--- src/rtl/pbus_pkg.sv ---
package pbus_pkg;

    typedef enum logic [2:0] {
        ST_IDLE,
        ST_ADDR,
        ST_LAT,
        ST_XFER,
        ST_END
    } pbus_state_e;

    localparam int SETUP_W    = 16;
    localparam int MASK_W     = 5;
    localparam int LAT_W      = 4;
    localparam int B_MODE     = 15;
    localparam int B_FIXED    = 14;
    localparam int B_LAT_HI   = 13;
    localparam int B_LAT_LO   = 11;
    localparam int B_WPOL     = 10;
    localparam int B_WEARLY   = 8;
    localparam int B_NOWRAP   = 3;

    typedef struct packed {
        logic              ok;
        logic [LAT_W-1:0]  lat_cycles;
        logic              wait_hi;
        logic              wait_early;
        logic [MASK_W-1:0] wrap_mask;
    } pbus_setup_t;

endpackage

--- src/rtl/pbus_cfg_decode.sv ---
module pbus_cfg_decode
    import pbus_pkg::*;
(
    input  logic [SETUP_W-1:0] setup,
    output pbus_setup_t        dec
);
    logic [2:0]        code;
    logic [2:0]        len_sel;
    logic              code_ok;
    logic              len_ok;
    logic [MASK_W-1:0] len_mask;

    assign code    = setup[B_LAT_HI:B_LAT_LO];
    assign len_sel = setup[2:0];
    assign code_ok = (code >= 3'd2) && (code <= 3'd6);

    always_comb begin
        len_ok   = 1'b1;
        len_mask = '0;
        unique case (len_sel)
            3'b001:  len_mask = 5'd3;
            3'b010:  len_mask = 5'd7;
            3'b011:  len_mask = 5'd15;
            3'b100:  len_mask = 5'd31;
            3'b111:  len_mask = 5'd0;
            default: len_ok   = 1'b0;
        endcase
    end

    always_comb begin
        dec.ok         = !setup[B_MODE] && code_ok && len_ok;
        dec.lat_cycles = setup[B_FIXED] ? {code, 1'b0} : {1'b0, code};
        dec.wait_hi    = setup[B_WPOL];
        dec.wait_early = setup[B_WEARLY];
        dec.wrap_mask  = setup[B_NOWRAP] ? '0 : len_mask;
    end
endmodule

--- src/rtl/pbus_tag_ctr.sv ---
module pbus_tag_ctr #(
    parameter int ADDR_W = 23,
    parameter int MASK_W = 5
) (
    input  logic              clk,
    input  logic              rst,
    input  logic              load,
    input  logic [ADDR_W-1:0] load_addr,
    input  logic              step,
    input  logic [MASK_W-1:0] wrap_mask,
    output logic [ADDR_W-1:0] tag
);
    logic [ADDR_W-1:0] mask_ext;
    logic [ADDR_W-1:0] inc;
    logic [ADDR_W-1:0] tag_next;

    assign mask_ext = ADDR_W'(wrap_mask);
    assign inc      = tag + 1'b1;
    assign tag_next = (mask_ext == '0) ? inc : ((tag & ~mask_ext) | (inc & mask_ext));

    always_ff @(posedge clk) begin
        if (rst)       tag <= '0;
        else if (load) tag <= load_addr;
        else if (step) tag <= tag_next;
    end

    AST_WRAP_KEEPS_BLOCK: assert property (@(posedge clk) disable iff (rst)
        (step && !load && wrap_mask != '0) |=>
        ((tag & ~ADDR_W'($past(wrap_mask))) == ($past(tag) & ~ADDR_W'($past(wrap_mask)))));
endmodule

--- src/rtl/pbus_cel_guard.sv ---
module pbus_cel_guard #(
    parameter int CEM_LIMIT = 500,
    parameter int GUARD     = 4
) (
    input  logic clk,
    input  logic rst,
    input  logic ce_n,
    output logic near
);
    localparam int CW = $clog2(CEM_LIMIT + 1);
    localparam logic [CW-1:0] TRIP = CW'(CEM_LIMIT - GUARD);

    logic [CW-1:0] low_cnt;

    always_ff @(posedge clk) begin
        if (rst || ce_n) low_cnt <= '0;
        else             low_cnt <= low_cnt + 1'b1;
    end

    assign near = (low_cnt >= TRIP);

    AST_CE_WINDOW: assert property (@(posedge clk) disable iff (rst)
        low_cnt < CW'(CEM_LIMIT));
endmodule

--- src/rtl/pbus_burst_ctl.sv ---
module pbus_burst_ctl
    import pbus_pkg::*;
#(
    parameter int ADDR_W    = 23,
    parameter int CNT_W     = 12,
    parameter int CEM_LIMIT = 500,
    parameter int GUARD     = 4
) (
    input  logic              clk,
    input  logic              rst,
    input  logic              start,
    input  logic              start_write,
    input  logic [ADDR_W-1:0] start_addr,
    input  logic [CNT_W-1:0]  start_count,
    input  logic [15:0]       cfg_word,
    input  logic [15:0]       wr_data,
    output logic              wr_take,
    output logic [15:0]       rd_data,
    output logic              xfer_ack,
    output logic [ADDR_W-1:0] xfer_tag,
    output logic              busy,
    output logic              done,
    output logic              trunc,
    output logic              err,
    output logic              mem_ce_n,
    output logic              mem_adv_n,
    output logic              mem_oe_n,
    output logic              mem_we_n,
    output logic [ADDR_W-1:0] mem_addr,
    output logic [15:0]       mem_dq_out,
    output logic              mem_dq_oe,
    input  logic [15:0]       mem_dq_in,
    input  logic              mem_wait
);
    pbus_state_e         state_q, state_d;
    logic [SETUP_W-1:0]  setup_q;
    logic [LAT_W-1:0]    lat_cnt;
    logic [CNT_W-1:0]    remain;
    logic                is_wr;
    logic                cut_q;
    logic                wait_q;
    pbus_setup_t         dec;
    logic [ADDR_W-1:0]   tag;
    logic                near;
    logic                accept;
    logic                wait_act;
    logic                stall;
    logic                fire;

    pbus_cfg_decode u_dec (
        .setup (state_q == ST_IDLE ? cfg_word : setup_q),
        .dec   (dec)
    );

    assign accept   = start && dec.ok && (start_count != '0);
    assign wait_act = dec.wait_hi ? mem_wait : !mem_wait;
    assign stall    = dec.wait_early ? wait_q : wait_act;
    assign fire     = (state_q == ST_XFER) && !near && !stall;

    pbus_tag_ctr #(.ADDR_W(ADDR_W), .MASK_W(MASK_W)) u_tag (
        .clk       (clk),
        .rst       (rst),
        .load      ((state_q == ST_IDLE) && accept),
        .load_addr (start_addr),
        .step      (fire),
        .wrap_mask (dec.wrap_mask),
        .tag       (tag)
    );

    pbus_cel_guard #(.CEM_LIMIT(CEM_LIMIT), .GUARD(GUARD)) u_guard (
        .clk  (clk),
        .rst  (rst),
        .ce_n (mem_ce_n),
        .near (near)
    );

    // next state
    always_comb begin
        state_d = state_q;
        unique case (state_q)
            ST_IDLE: if (accept) state_d = ST_ADDR;
            ST_ADDR: state_d = ST_LAT;
            ST_LAT:  if (near) state_d = ST_END;
                     else if (lat_cnt == '0) state_d = ST_XFER;
            ST_XFER: if (near) state_d = ST_END;
                     else if (fire && remain == CNT_W'(1)) state_d = ST_END;
            ST_END:  state_d = ST_IDLE;
            default: state_d = ST_IDLE;
        endcase
    end

    // state register and burst bookkeeping
    always_ff @(posedge clk) begin
        if (rst) begin
            state_q <= ST_IDLE;
            setup_q <= '0;
            lat_cnt <= '0;
            remain  <= '0;
            is_wr   <= 1'b0;
            cut_q   <= 1'b0;
            wait_q  <= 1'b0;
        end else begin
            state_q <= state_d;
            wait_q  <= wait_act;
            unique case (state_q)
                ST_IDLE: if (accept) begin
                    setup_q <= cfg_word;
                    remain  <= start_count;
                    is_wr   <= start_write;
                    cut_q   <= 1'b0;
                end
                ST_ADDR: lat_cnt <= dec.lat_cycles - LAT_W'(1);
                ST_LAT: begin
                    if (lat_cnt != '0) lat_cnt <= lat_cnt - 1'b1;
                    if (near) cut_q <= 1'b1;
                end
                ST_XFER: begin
                    if (near)      cut_q  <= 1'b1;
                    else if (fire) remain <= remain - 1'b1;
                end
                default: ;
            endcase
        end
    end

    // bus outputs
    always_comb begin
        mem_ce_n  = 1'b1;
        mem_adv_n = 1'b1;
        mem_oe_n  = 1'b1;
        mem_we_n  = 1'b1;
        mem_addr  = '0;
        mem_dq_oe = 1'b0;
        unique case (state_q)
            ST_ADDR: begin
                mem_ce_n  = 1'b0;
                mem_adv_n = 1'b0;
                mem_we_n  = !is_wr;
                mem_addr  = tag;
            end
            ST_LAT: begin
                mem_ce_n = 1'b0;
                mem_oe_n = is_wr;
            end
            ST_XFER: begin
                mem_ce_n  = 1'b0;
                mem_oe_n  = is_wr;
                mem_dq_oe = is_wr;
            end
            default: ;
        endcase
    end

    assign mem_dq_out = wr_data;
    assign wr_take    = fire && is_wr;
    assign busy       = (state_q != ST_IDLE);

    // host-side pulses
    always_ff @(posedge clk) begin
        if (rst) begin
            xfer_ack <= 1'b0;
            xfer_tag <= '0;
            rd_data  <= '0;
            done     <= 1'b0;
            trunc    <= 1'b0;
            err      <= 1'b0;
        end else begin
            xfer_ack <= fire;
            if (fire) xfer_tag <= tag;
            if (fire && !is_wr) rd_data <= mem_dq_in;
            done  <= (state_q == ST_END);
            trunc <= (state_q == ST_END) && cut_q;
            err   <= (state_q == ST_IDLE) && start && !accept;
        end
    end

    AST_ADV_SINGLE: assert property (@(posedge clk) disable iff (rst)
        $fell(mem_adv_n) |=> mem_adv_n);
    AST_REJECT_QUIET: assert property (@(posedge clk) disable iff (rst)
        err |-> (mem_ce_n && !busy));
    AST_NO_BUS_FIGHT: assert property (@(posedge clk) disable iff (rst)
        !mem_oe_n |-> !mem_dq_oe);
    AST_DONE_RELEASED: assert property (@(posedge clk) disable iff (rst)
        done |-> (mem_ce_n && !xfer_ack));
    AST_ACK_AFTER_XFER: assert property (@(posedge clk) disable iff (rst)
        xfer_ack |-> $past(state_q == ST_XFER));
endmodule

--- config.mk ---
export PLATFORM = sky130hd
export DESIGN_NAME = pbus_burst_ctl
export DESIGN_NICKNAME = d
export VERILOG_FILES = /design/src/rtl/pbus_pkg.sv /design/src/rtl/pbus_cfg_decode.sv /design/src/rtl/pbus_tag_ctr.sv /design/src/rtl/pbus_cel_guard.sv /design/src/rtl/pbus_burst_ctl.sv
export SDC_FILE = /design/constraint.sdc
export NUM_CORES = 1
export LEC_CHECK = 0
export BUFFER_PORTS_ARGS = -buffer_cell sky130_fd_sc_hd__buf_4
export CAP_MARGIN = 20
export CORE_MARGIN = 3
export CORE_UTILIZATION = 40
export CTS_BUF_LIST = sky130_fd_sc_hd__clkbuf_4 sky130_fd_sc_hd__clkbuf_8
export DETAILED_ROUTE_END_ITERATION = 8
export PLACE_DENSITY = 0.67
export SLEW_MARGIN = 40
export SYNTH_ARGS = -nofsm -noshare
export SYNTH_HDL_FRONTEND = slang
export SYNTH_SLANG_ARGS = --single-unit
--- constraint.sdc ---
create_clock -name clk -period 2.27 [get_ports clk]
set_input_delay 0.227 -clock clk [delete_from_list [all_inputs] [get_ports clk]]
set_output_delay 0.227 -clock clk [all_outputs]
set_load 0.005 [all_outputs]
## Word-level counts from Yosys, hierarchy flattened

Index checks and enable logic that the tools add are counted.

- Add/sub/neg operators: 5
- Magnitude comparators: 3
- Eq/ne operators: 17
- Multiplexer cells: 31
- Bitwise gates (word level): 4
- Reductions and logical operators: 39

Operator list:

| operator | count |
|---|---|
| 23-bit 2-to-1 mux | 4 |
| 12-bit 2-to-1 mux | 3 |
| 12-bit case mux with 2 select lines | 1 |
| 23-bit by 1-bit adder with 23-bit output (second input constant) | 1 |
| 23-bit AND | 1 |
| 23-bit by 5-bit AND with 23-bit output | 1 |
| 23-bit zero test | 1 |
| 5-bit NOT with 23-bit output | 1 |
| 23-bit OR | 1 |
| 5-bit case mux with 4 select lines | 1 |
| 16-bit 2-to-1 mux | 1 |
| 3-bit 2-to-1 mux | 5 |
| 1-bit logical AND | 14 |
| 12-bit by 1-bit equality test with 1-bit output (second input constant) | 1 |
| 3-bit by 2-bit equality test with 1-bit output (second input constant) | 4 |
| 3-bit case mux with 4 select lines | 1 |
| 12-bit nonzero test | 1 |
| 12-bit by 1-bit subtractor with 12-bit output (second input constant) | 1 |
| 1-bit 2-to-1 mux | 10 |
| 9-bit by 1-bit adder with 9-bit output (second input constant) | 1 |
| 3-bit equality test (second input constant) | 3 |
| 9-bit >= comparator (second input constant) | 1 |
| 4-bit 2-to-1 mux | 2 |
| 2-bit != test (second input constant) | 4 |
| other kinds (23) | 35 |

- Register bits: 113
- Input bits: 88
- Output and inout port bits: 89
- Word-level logic and storage cells: 114

## Logic depth before layout (Yosys ltp)

Gate-level depths: netlist (run 1).

- Depth in word-level cells: 11
- Mapped depth: 10
- Depth with buffers taken out: 9

## Hierarchy

From an unflattened synthesis (run 1), not the netlist that was laid out.

- Cell total of the unflattened synthesis: 753
- Area, all modules: 6040.8 sq um

Modules (own cells, without submodules):

| module | times used | cells an instance | area an instance (sq um) | seq. area each (sq um) |
|---|---|---|---|---|
| pbus_burst_ctl | 1 | 493 | 3907.5 | 1621.6 |
| pbus_tag_ctr | 1 | 193 | 1604.0 | 460.4 |
| pbus_cel_guard | 1 | 45 | 381.6 | 180.2 |
| pbus_cfg_decode | 1 | 22 | 147.6 | 0.0 |

## Least setup slack after synthesis (run 1)

OpenSTA, ideal clock, no wires.

- Kind: flip-flop to flip-flop
- Start: register state_q[0]
- End: register lat_cnt[2]
- Library setup time: 70 ps
- Arrival: 2143 ps
- Required time: 2200 ps
- Slack: 56 ps
- Stages on the path, launching flop included: 11
- Path buffers: 1
- Clock period less this slack: 2214 ps
- Cell sequence: dfxtp_1 > buf_4 > nor3_4 > inv_2 > mux2_2 > o21ai_0 > inv_1 > ha_1 > o21ai_0 > a21oi_1 > a21oi_1

- Longest elaborated chain between the ends: 5
- Elaborated cells between the ends (all ways): 10
- Classes of those cells: add/sub (1); eq/ne (3); mux (3); reduce/logical (3)

Ends and longest elaborated chain:

| element | RTL line | RTL |
|---|---|---|
| start, declared | pbus_burst_ctl.sv:35 | `pbus_state_e state_q, state_d;` |
| start signal, assigned | pbus_burst_ctl.sv:103 | `state_q <= state_d;` |
| 3-bit zero test | pbus_burst_ctl.sv:51 | `.setup (state_q == ST_IDLE ? cfg_word : setup_q),` |
| 16-bit 2-to-1 mux | pbus_burst_ctl.sv:51 |  |
| 4-bit 2-to-1 mux | pbus_cfg_decode.sv:32 | `dec.lat_cycles = setup[B_FIXED] ? {code, 1'b0} : {1'b0, code};` |
| 4-bit by 1-bit subtractor with 4-bit output | pbus_burst_ctl.sv:112 | `ST_ADDR: lat_cnt <= dec.lat_cycles - LAT_W'(1);` |
| 4-bit case mux with 2 select lines | pbus_burst_ctl.sv:105 | `unique case (state_q)` |
| end signal, assigned | pbus_burst_ctl.sv:112 |  |
| end signal, assigned | pbus_burst_ctl.sv:114 | `if (lat_cnt != '0) lat_cnt <= lat_cnt - 1'b1;` |
| end, declared | pbus_burst_ctl.sv:37 | `logic [LAT_W-1:0] lat_cnt;` |

Parallel ways exist; a longest one is shown, timed or not.
A chain may end at the register's enable or synchronous reset.

## Worst setup path in the final report (run 1)

- Start: register state_q[2]
- End: output wr_take

- Longest elaborated chain between the ends: 7
- Elaborated cells between the ends (all ways): 9
- Classes of those cells: eq/ne (1); mux (3); reduce/logical (5)

Ends and longest elaborated chain:

| element | RTL line | RTL |
|---|---|---|
| 3-bit zero test | pbus_burst_ctl.sv:51 |  |
| 16-bit 2-to-1 mux | pbus_burst_ctl.sv:51 |  |
| 1-bit 2-to-1 mux | pbus_burst_ctl.sv:56 | `assign wait_act = dec.wait_hi ? mem_wait : !mem_wait;` |
| 1-bit 2-to-1 mux | pbus_burst_ctl.sv:57 | `assign stall = dec.wait_early ? wait_q : wait_act;` |
| 1-bit zero test | pbus_burst_ctl.sv:58 | `assign fire = (state_q == ST_XFER) && !near && !stall;` |
| 1-bit logical AND * | pbus_burst_ctl.sv:58 |  |
| 1-bit logical AND * | pbus_burst_ctl.sv:155 | `assign wr_take = fire && is_wr;` |
| end, declared | pbus_burst_ctl.sv:17 | `output logic wr_take,` |

Every way passes the cells marked *; elsewhere a longest branch is shown, timed or not.

==> results of run 1 <==
## cells by family (layout without fill, tap and decap cells)
family | Yosys count | count (layout) | synth area share
and+or+nand+nor | 303 | 303 | 0.252
AOI/OAI and AO/OA | 205 | 205 | 0.236
DFF | 107 | 107 | 0.368
buffers and inverters | 86 | 251 | 0.0748
muxes | 21 | 21 | 0.0366
xor gates and xnor gates | 13 | 13 | 0.0196
adders and majority gates | 6 | 6 | 0.0129
## flip-flops by register name, summed over array words and instances, names as in the netlist, 3 cells and up, named ones only
signal and flops:
lat_cnt 4, u_guard.low_cnt 9, u_tag.tag 19, remain 12, state_q 3, xfer_tag 23, setup_q 10, rd_data 16
## worst max-delay path, delay by kind of cell, from the launching register on
family | cells | cell delay, ns
AND/OR/NAND/NOR | 3 | 0.71
buffers and inverters | 3 | 0.41
AO/OA/AOI/OAI | 1 | 0.22
flip-flops | 1 | 0.35
## final cells by class
cell class	count	area [um2]
sequential	107	2150
clock buffer	10	131
timing repair buffer	216	1700
clock inverter	4	51.3
inverter	21	78.8
tap	180	225
fill	1368	6350
multi-input combinational	548	3360
## power groups by stage
stage | Clock, mW | Combinational, mW | Sequential (mW)
final | 1.18 | 0.728 | 1.98
after global placement | 0 | 0.678 | 2.01
after detailed placement | 0 | 0.680 | 2.01
after CTS | 1.23 | 0.700 | 1.97
after floorplan | 0 | 0.380 | 2.00
after global routing | 1.30 | 0.793 | 1.98
## per-stage QoR
stage	worst slack [ns]	hold slack, ns
floorplan	0.0564	0.363
global placement	0.0587	0.444
detailed placement	0.0391	0.447
CTS	-0.0547	0.0545
global route	-0.110	0.0616
finish	-0.0316	0.0795
## cells in the mapped netlist (4+ instances only)
cell type  number  area, um2
inv_1          18       67.6
o32ai_1        10       87.6
and3_1         13       81.3
o21ai_0        35        175
a211oi_1        7       52.6
nor4b_1         4       35.0
nand4_1         9       56.3
nor3_1         19       95.1
nand2_1       126        473
a221oi_1       10       87.6
o211ai_1        6       45.0
buf_2          12       60.1
a31oi_1         6       37.5
or3_1           5       31.3
xor2_1          5       43.8
a32o_1          6       60.1
nor2_1         46        173
and2_1         24        150
a22oi_1         4       30.0
ha_1            6       75.1
a21oi_1        79        395
dfxtp_1       107       2140
xnor2_1         8       70.1
o22ai_1         5       31.3
mux2i_1        19        190
or2_2           5       31.3
a311oi_1        4       35.0
nor4_1          9       56.3
a221oi_2        6       90.1
clkbuf_1       29        109
nand3_1        22        110
buf_4          22        165
## layer usage
layer	vias up	global-route usage	part of all wire
met1	2833	0.291	0.45
li1	2970	-	-
met2	170	0.340	0.47
met4	0	0.0675	0.014
met5	-	0	0
met3	17	0.0324	0.060
## what timing repair did
action,in CTS,in global routing
buffers inserted,2,1
endpoints found under the setup margin,1,54
pin swaps,4,0
resized for setup,11,16
hold buffers,0,0
## worst min path at each step
stage / from / endpoint / slack, ns / depth (start not counted)
2_1_floorplan: cfg_word[10] / setup_q[10] / 0.36 / 2
3_3_place_gp: xfer_tag[10] / xfer_tag[10] / 0.44 / 2
3_5_place_dp: xfer_tag[19] / xfer_tag[19] / 0.45 / 2
4_1_cts: mem_dq_in[13] / rd_data[13] / 0.05 / 3
5_1_grt: mem_dq_in[14] / rd_data[14] / 0.06 / 3
6_report: mem_dq_in[11] / rd_data[11] / 0.08 / 3
## layout by cell type, fill, tap and decap left out, types with 17 or more instances in the layout
master / count
dfxtp_1: 104
mux2i_1: 17
nand2_1: 125
nor2_1: 45
buf_4: 207
and2_1: 24
nand3_1: 22
nor3_1: 18
a21oi_1: 78
inv_1: 18
o21ai_0: 32
==> results.yml, run 1 <==
clock_network:
  h-tree-depth: 3
  cts_root_buf: "clkbuf_8"
  tritoncts: "done"
  clk_pin_slew_ns: 0.10
  cts_buffers: 9
  clock_path_buffers: 2
  clk_latency_ns: 0.39
  cts_sinks: 107
global_route:
  grt_pass1_vias: 5501
  grt.overflow.total: 0
  grt_max_degree: 62
  antenna_found_initial: 0
  grt_pass1_wl_mm: 28.0
  grt_usage: 0.211
timing:
  finalClockSkew_ns: 0.0178
  layout_setup_ws_ns: -0.0316
  tightest_slew_ns: 0.514
  period_share: 1.01
  setup-tns-final_ns: -0.0316
  hold_violations: 0
  relSlewSlack: 0.654
  fmax_ghz: 0.434
  slew_viol_final: 0
  post-route-min-period_ns: 2.30
  rsz0062_at_grt: "true"
  finalSetupViolCount: 1
synth:
  synth_flop_cell: "dfxtp_1"
  synthesis.nets: 835
  ys_types: 66
  yosys_warnings: 0
  synthArstFlopShare: 0
  syn_area_mm2: 0.00582
  seq_area_frac_synth: 0.368
  syn_avg_cell_area_um2: 7.85
  ys_seq_elements: 107
  syn-instance-count: 741
  synth_edf_count: 0
flow_run:
  cap_viol_max_count: 0
cells_and_area:
  drive_gt1_frac: 0.301
  nets: 997
  post-route-util: 0.547
  post-route-cell-area_mm2: 0.00769
  synthToLayoutAreaGrowth_pct: 32.1
  antenna_cells: 0
  layoutNonFillerInstCount: 1086
critical_path:
  rr_worst_depth: 9
  cp_cell_sequence: "or4b_4, buf_6, a41oi_4, buf_6, nor2_4, and2_1, buf_4"
  slowest_stage: "or4b_4"
  crit_end: "wr_take"
  crit_top_cell: "buf_6"
  critPathKind: "reg -> out"
  worstReg2RegStart: "state_q[2]"
  max_stage_delay_ns: 0.55
  cp_data_required_time_ns: 2.04
  end_kind: "primary output"
  startpoint: "state_q[2]"
  start_kind: "register"
  path_max_fanout: 4
  r2r_slack_ns: 0.04
  arrival_ns: 2.07
detailed_routing:
  route.vias.total: 5990
  route.final.wire_length_mm: 17.3
  remaining_drc_errors: 0
  antenna_left: 0
  wl_per_cell_um: 16.0
  drt_iter0_drc: 467
  avgViaCountPerCell: 5.52
  drtPass1Iterations: 5
floorplan:
  die_w_um: 127
  dieArea_mm2: 0.0160
  num_rows: 43
  coreArea_mm2: 0.0140
  start_util: 0.414
  die_y_um: 127
  ios: 177
place:
  port_buffers: 139
  dp.cells: 1070
  gp_congestion: 0.853
  placed_cell_area_mm2: 0.00736
  dp_hpwl_mm: 12.4
power_and_ir_drop:
  clkPwrFrac: 0.305
  peakVddDrop_mv: 0.253
  p_total_mw: 3.89
  power_density_mw_per_mm2: 506
  share_comb_of_total_power: 0.187
  p_int_mw: 2.79
  power.leakage_nw: 3.02
  sw_frac_of_total: 0.282
  power_switching_mw: 1.10
  seq_power_share: 0.508
min_path:
  hold_class: "in -> reg"
outcome:
  status: "finished, violations left"
  violations: "setup timing"
Power figures use the tool's default switching activity.
==> run 2: changes to the inputs <==
--- a/config.mk
+++ b/config.mk
@@ -6,12 +6,14 @@
 export NUM_CORES = 1
 export LEC_CHECK = 0
 export BUFFER_PORTS_ARGS = -buffer_cell sky130_fd_sc_hd__buf_4
-export CAP_MARGIN = 20
+export CELL_PAD_IN_SITES_DETAIL_PLACEMENT = 1
+export CELL_PAD_IN_SITES_GLOBAL_PLACEMENT = 1
 export CORE_MARGIN = 3
-export CORE_UTILIZATION = 40
+export CORE_UTILIZATION = 35
 export CTS_BUF_LIST = sky130_fd_sc_hd__clkbuf_4 sky130_fd_sc_hd__clkbuf_8
 export DETAILED_ROUTE_END_ITERATION = 8
-export PLACE_DENSITY = 0.67
+export HOLD_SLACK_MARGIN = 0.02
+export PLACE_DENSITY_LB_ADDON = 0.1
 export SLEW_MARGIN = 40
 export SYNTH_ARGS = -nofsm -noshare
 export SYNTH_HDL_FRONTEND = slang
==> run 2 against run 1 <==
The flow still finishes with violations (setup timing). Sequential power is essentially flat. Routed wire length grew 18%. Combinational power grew 0.7%. Worst setup slack lost 0.10 ns. Total power grew 2.3%. Via count grew 1.4%. Die area grew 14%. Sequential share of layout area is essentially flat. Final cell count grew 2.2%. Global-route usage grew 1.1 points. Sequential cell count is the same. Largest cell class unchanged. Largest power group unchanged. Highest routed layer unchanged.
==> results.yml, run 2 (synthesized netlist as in run 1, its figures left out) <==
outcome:
  status: "finished, violations left"
  violations: "setup timing"
critical_path:
  worstReg2RegStart: "state_q[0]"
  crit_buf_inv: 2
  cp_data_required_time_ns: 2.04
  cp_cell_sequence: "o31a_1, or3_4, a41oi_4, buf_6, nor2_4, and2_4, buf_6"
  timing.rr.end: "remain[0]"
  crit_top_cell: "buf_6"
  rr_worst_depth: 7
  critPathKind: "reg -> out"
  r2r_slack_ns: -0.10
  arrival_ns: 2.18
  path_max_fanout: 6
  end_kind: "primary output"
  max_stage_delay_ns: 0.42
  slowest_stage: "or3_4"
  start_kind: "register"
  crit_family: "simple AND/OR/NAND/NOR gates"
  startpoint: "state_q[0]"
cells_and_area:
  drive_gt1_frac: 0.300
  largest-register: "xfer_tag"
  top_regs: "xfer_tag: 23 flops, u_tag.tag: 19 flops, rd_data: 16 flops"
  antenna_cells: 0
  synthToLayoutAreaGrowth_pct: 32.5
  final_cell_mix: "192 x buf_4, 124 x nand2_1, 105 x dfxtp_1"
  post-route-util: 0.480
  largest_reg_flops: 23
  nets: 983
  post-route-cell-area_mm2: 0.00771
  mostFrequentLayoutCell: "buf_4"
  layoutNonFillerInstCount: 1110
clock_network:
  clk_latency_ns: 0.38
  clock_path_buffers: 2
  tritoncts: "done"
  hold_buffers: 0
  cts_sinks: 107
  cts_root_buf: "clkbuf_8"
  cts_buffers: 9
  clk_pin_slew_ns: 0.11
  h-tree-depth: 3
floorplan:
  start_util: 0.362
  die_w_um: 135
  ios: 177
  die_y_um: 135
  coreArea_mm2: 0.0161
  num_rows: 46
  dieArea_mm2: 0.0182
detailed_routing:
  drtPass1Iterations: 4
  drt_iter0_drc: 225
  antenna_left: 0
  route.final.wire_length_mm: 20.4
  route.vias.total: 6072
  remaining_drc_errors: 0
  wl_per_cell_um: 18.4
  avgViaCountPerCell: 5.47
global_route:
  grt_usage: 0.222
  grt.overflow.total: 0
  grt_pass1_vias: 6370
  grt_pass1_wl_mm: 32.8
  antenna_found_initial: 0
  grt_max_degree: 96
place:
  dp.cells: 1087
  placed_cell_area_mm2: 0.00729
  gp_congestion: 0.820
  port_buffers: 139
  dp_hpwl_mm: 14.8
power_and_ir_drop:
  peakVddDrop_mv: 0.225
  power_density_mw_per_mm2: 516
  power.leakage_nw: 2.98
  p_total_mw: 3.98
timing:
  fmax_ghz: 0.416
  post-route-min-period_ns: 2.40
  finalSetupViolCount: 35
  relSlewSlack: 0.628
  holdWs_ns: 0.0773
  period_share: 1.06
  slew_viol_final: 0
  rsz0062_at_grt: "true"
  finalClockSkew_ns: 0.0153
  hold_violations: 0
  tightest_slew_ns: 0.553
  layout_setup_ws_ns: -0.135
flow_run:
  cap_viol_max_count: 0
min_path:
  hold_path_end: "rd_data[15]"
  hold_class: "in -> reg"
  whs_path_depth: 3
  min_from: "mem_dq_in[15]"
-- run 2: cell count changes in the layout (fill, tap and decap cells not counted), moves of 2 or more --
cell	before	now
buf_4	207	192
o32ai_1	10	8
dfxtp_4	0	2
o32ai_2	0	2
dfxtp_2	3	0
-- run 2: worst max-delay path by stage --
| stage | end | cells after the start |
|---|---|---|
| detailed placement | u_tag.tag[16] | 9 |
| floorplan | lat_cnt[2] | 10 |
| finish | wr_take | 7 |
| global route | wr_take | 7 |
| global placement | rd_data[7] | 7 |
| CTS | wr_take | 8 |
-- run 2: worst reg2reg max path: cells and delay by family (launching register included) --
family / cells / cell delay [ns]
compound gates: 3 / 0.85
buf+inv: 1 / 0.19
flops: 1 / 0.38
simple gates: 3 / 0.87
-- run 2: per-stage QoR --
stage / setup slack, ns / setup TNS (ns)
global route: -0.211 / -7.28
floorplan: 0.0564 / 0
CTS: -0.180 / -0.273
finish: -0.135 / -1.01
global placement: -0.115 / -1.55
detailed placement: -0.231 / -1.58
-- run 2: power by group --
part	switching, mW	internal, mW	leakage (nW)
Combinational	0.396	0.337	2.00
Clock	0.712	0.555	0.105
Sequential	0.0576	1.92	0.867
-- run 2: metal layers --
layer / vias up / track usage / routed length, um
li1: 2937 / - / -
met1: 2952 / 0.281 / 9140
met2: 149 / 0.377 / 9890
met3: 34 / 0.0455 / 1000
met4: 0 / 0.0801 / 399
met5: - / 0 / 0
-- run 2: layout make-up --
class / instances / area, um2
clock buffer: 10 / 138
clock inverter: 6 / 71.3
fill: 1973 / 8350
inverter: 21 / 78.8
multi-input combinational: 548 / 3390
sequential: 107 / 2150
tap: 216 / 270
timing repair buffer: 202 / 1610
-- run 2: repair_timing --
action                     CTS  global route
resized for setup           18            18
setup endpoints to repair   18            66
pin swaps                    5             5
setup buffers                5             3
==> run 3: changes to the inputs <==
--- a/config.mk
+++ b/config.mk
@@ -9,9 +9,10 @@
 export CELL_PAD_IN_SITES_DETAIL_PLACEMENT = 1
 export CELL_PAD_IN_SITES_GLOBAL_PLACEMENT = 1
 export CORE_MARGIN = 3
-export CORE_UTILIZATION = 35
+export CORE_UTILIZATION = 29
 export CTS_BUF_LIST = sky130_fd_sc_hd__clkbuf_4 sky130_fd_sc_hd__clkbuf_8
 export DETAILED_ROUTE_END_ITERATION = 8
+export GPL_TIMING_DRIVEN = 1
 export HOLD_SLACK_MARGIN = 0.02
 export PLACE_DENSITY_LB_ADDON = 0.1
 export SLEW_MARGIN = 40
==> run 3 against run 2 <==
Total power grew 4.4%. Maximum frequency shrank 1.5%. The run still ends with setup timing left. Sequential cell count is the same. Sequential power is essentially flat. Critical endpoint unchanged. Global-route usage shrank 2.8 points. Critical path depth grew 1.
==> results.yml, run 3 (synthesized netlist as in run 1, its figures left out) <==
floorplan:
  start_util: 0.297
  die_w_um: 148
  dieArea_mm2: 0.0218
  coreArea_mm2: 0.0196
  num_rows: 51
  ios: 177
  die_y_um: 148
timing:
  holdWs_ns: 0.0565
  post-route-min-period_ns: 2.44
  finalSetupViolCount: 11
  hold_violations: 0
  finalClockSkew_ns: 0.0109
  slew_viol_final: 0
  tightest_slew_ns: 0.721
  relSlewSlack: 0.520
  period_share: 1.08
  rsz0062_at_grt: "true"
  fmax_ghz: 0.410
  layout_setup_ws_ns: -0.171
power_and_ir_drop:
  seq_power_share: 0.476
  power_switching_mw: 1.20
  clkPwrFrac: 0.330
  power.leakage_nw: 3.19
  sw_frac_of_total: 0.288
  power_density_mw_per_mm2: 507
  share_comb_of_total_power: 0.194
  peakVddDrop_mv: 0.269
  p_int_mw: 2.96
outcome:
  status: "finished, violations left"
  violations: "setup timing"
detailed_routing:
  wl_per_cell_um: 18.5
  route.vias.total: 6161
  avgViaCountPerCell: 5.24
  drt_iter0_drc: 236
  remaining_drc_errors: 0
  antenna_left: 0
  drtPass1Iterations: 5
  route.final.wire_length_mm: 21.8
min_path:
  min_from: "rst"
  hold_path_end: "state_q[2]"
  whs_path_depth: 2
  hold_class: "in -> reg"
cells_and_area:
  nets: 1001
  largest_reg_flops: 23
  layoutNonFillerInstCount: 1176
  post-route-util: 0.418
  synthToLayoutAreaGrowth_pct: 40.7
  top_regs: "xfer_tag: 23 flops, u_tag.tag: 19 flops, rd_data: 16 flops"
  nFillCells: 2359
  mostFrequentLayoutCell: "buf_4"
  drive_gt1_frac: 0.340
  ff_latch_area_mm2: 0.00215
  largest-register: "xfer_tag"
  final_cell_mix: "194 x buf_4, 123 x nand2_1, 103 x dfxtp_1"
  post-route-cell-area_mm2: 0.00818
  antenna_cells: 0
  multiInputGateArea_mm2: 0.00358
global_route:
  grt_pass1_wl_mm: 34.2
  grt_pass1_vias: 6461
  grt.overflow.total: 0
  antenna_found_initial: 0
  grt_max_degree: 55
  grt_usage: 0.195
place:
  gp_congestion: 0.828
  dp.cells: 1139
  port_buffers: 139
  dp_hpwl_mm: 15.7
  placed_cell_area_mm2: 0.00737
  dp_slack_ns: -0.142
critical_path:
  arrival_ns: 2.21
  start_kind: "register"
  rr_worst_depth: 8
  worstReg2RegStart: "state_q[0]"
  path_max_fanout: 5
  r2r_slack_ns: -0.05
  critPathKind: "reg -> out"
  timing.rr.end: "u_tag.tag[6]"
  cp_data_required_time_ns: 2.04
  end_kind: "primary output"
clock_network:
  hold_buffers: 0
  cts_buffers: 9
  cts_root_buf: "clkbuf_8"
  cts_sinks: 107
  clock_path_buffers: 2
  tritoncts: "done"
  clk_latency_ns: 0.39
  clk_pin_slew_ns: 0.10
  h-tree-depth: 3
flow_run:
  cap_viol_max_count: 0
## run 3: cell count changes in the layout (fill, tap and decap cells not counted), moves of 3 or more
cell	before	now
a21oi_2	2	6
a221oi_1	10	3
a21oi_1	78	75
o32ai_2	2	5
buf_6	4	16
a221oi_2	6	11
o32ai_1	8	5
o21ai_0	32	29
nor3_2	2	5
## run 3: per-stage QoR
step	setup TNS, ns	total power, mW
5_1_grt	-2.33	4.35
3_3_place_gp	-0.342	2.68
6_report	-0.404	4.15
4_1_cts	-0.352	4.12
2_1_floorplan	0	2.38
3_5_place_dp	-1.78	2.70
## run 3: final cells by class
cell class                 instances  share of cell area
multi-input combinational        548               0.438
tap                              265              0.0405
clock buffer                      11              0.0177
inverter                          21              0.0102
sequential                       107               0.263
timing repair buffer             220               0.222
clock inverter                     4             0.00902
## run 3: worst max-delay path, cell delays in order (launching register included)
cell	delay, ns
dfxtp_4	0.38
or4b_4	0.55
buf_6	0.14
a41oi_4	0.22
buf_6	0.14
nor2_4	0.04
buf_12	0.12
and2_4	0.14
buf_6	0.10
## run 3: power groups by stage
| stage | Clock (mW) | Combinational [mW] | Sequential [mW] |
|---|---|---|---|
| after detailed placement | 0 | 0.675 | 2.02 |
| after floorplan | 0 | 0.380 | 2.00 |
| after global placement | 0 | 0.659 | 2.02 |
| after CTS | 1.42 | 0.726 | 1.98 |
| final | 1.37 | 0.807 | 1.98 |
| after global routing | 1.49 | 0.877 | 1.99 |
## run 3: per-layer routing
| metal | part of all wire | vias up | GRT usage |
|---|---|---|---|
| met3 | 0.059 | 38 | 0.0472 |
| met1 | 0.44 | 2996 | 0.242 |
| met2 | 0.48 | 153 | 0.334 |
| met5 | 0 | - | 0 |
| met4 | 0.020 | 0 | 0.0592 |
| li1 | - | 2974 | - |
## run 3: worst max path at each step
stage,start,end,slack [ns]
floorplan,state_q[0],lat_cnt[2],0.06
global placement,state_q[0],register,-0.04
detailed placement,state_q[0],remain[0],-0.14
CTS,state_q[0],wr_take,-0.19
global route,state_q[0],wr_take,-0.23
finish,state_q[0],wr_take,-0.17
## run 3: repair_timing
item,CTS,global route
pin swaps,4,14
resized for setup,31,60
gates cloned,2,1
setup buffers,9,10
setup endpoints to repair,68,72
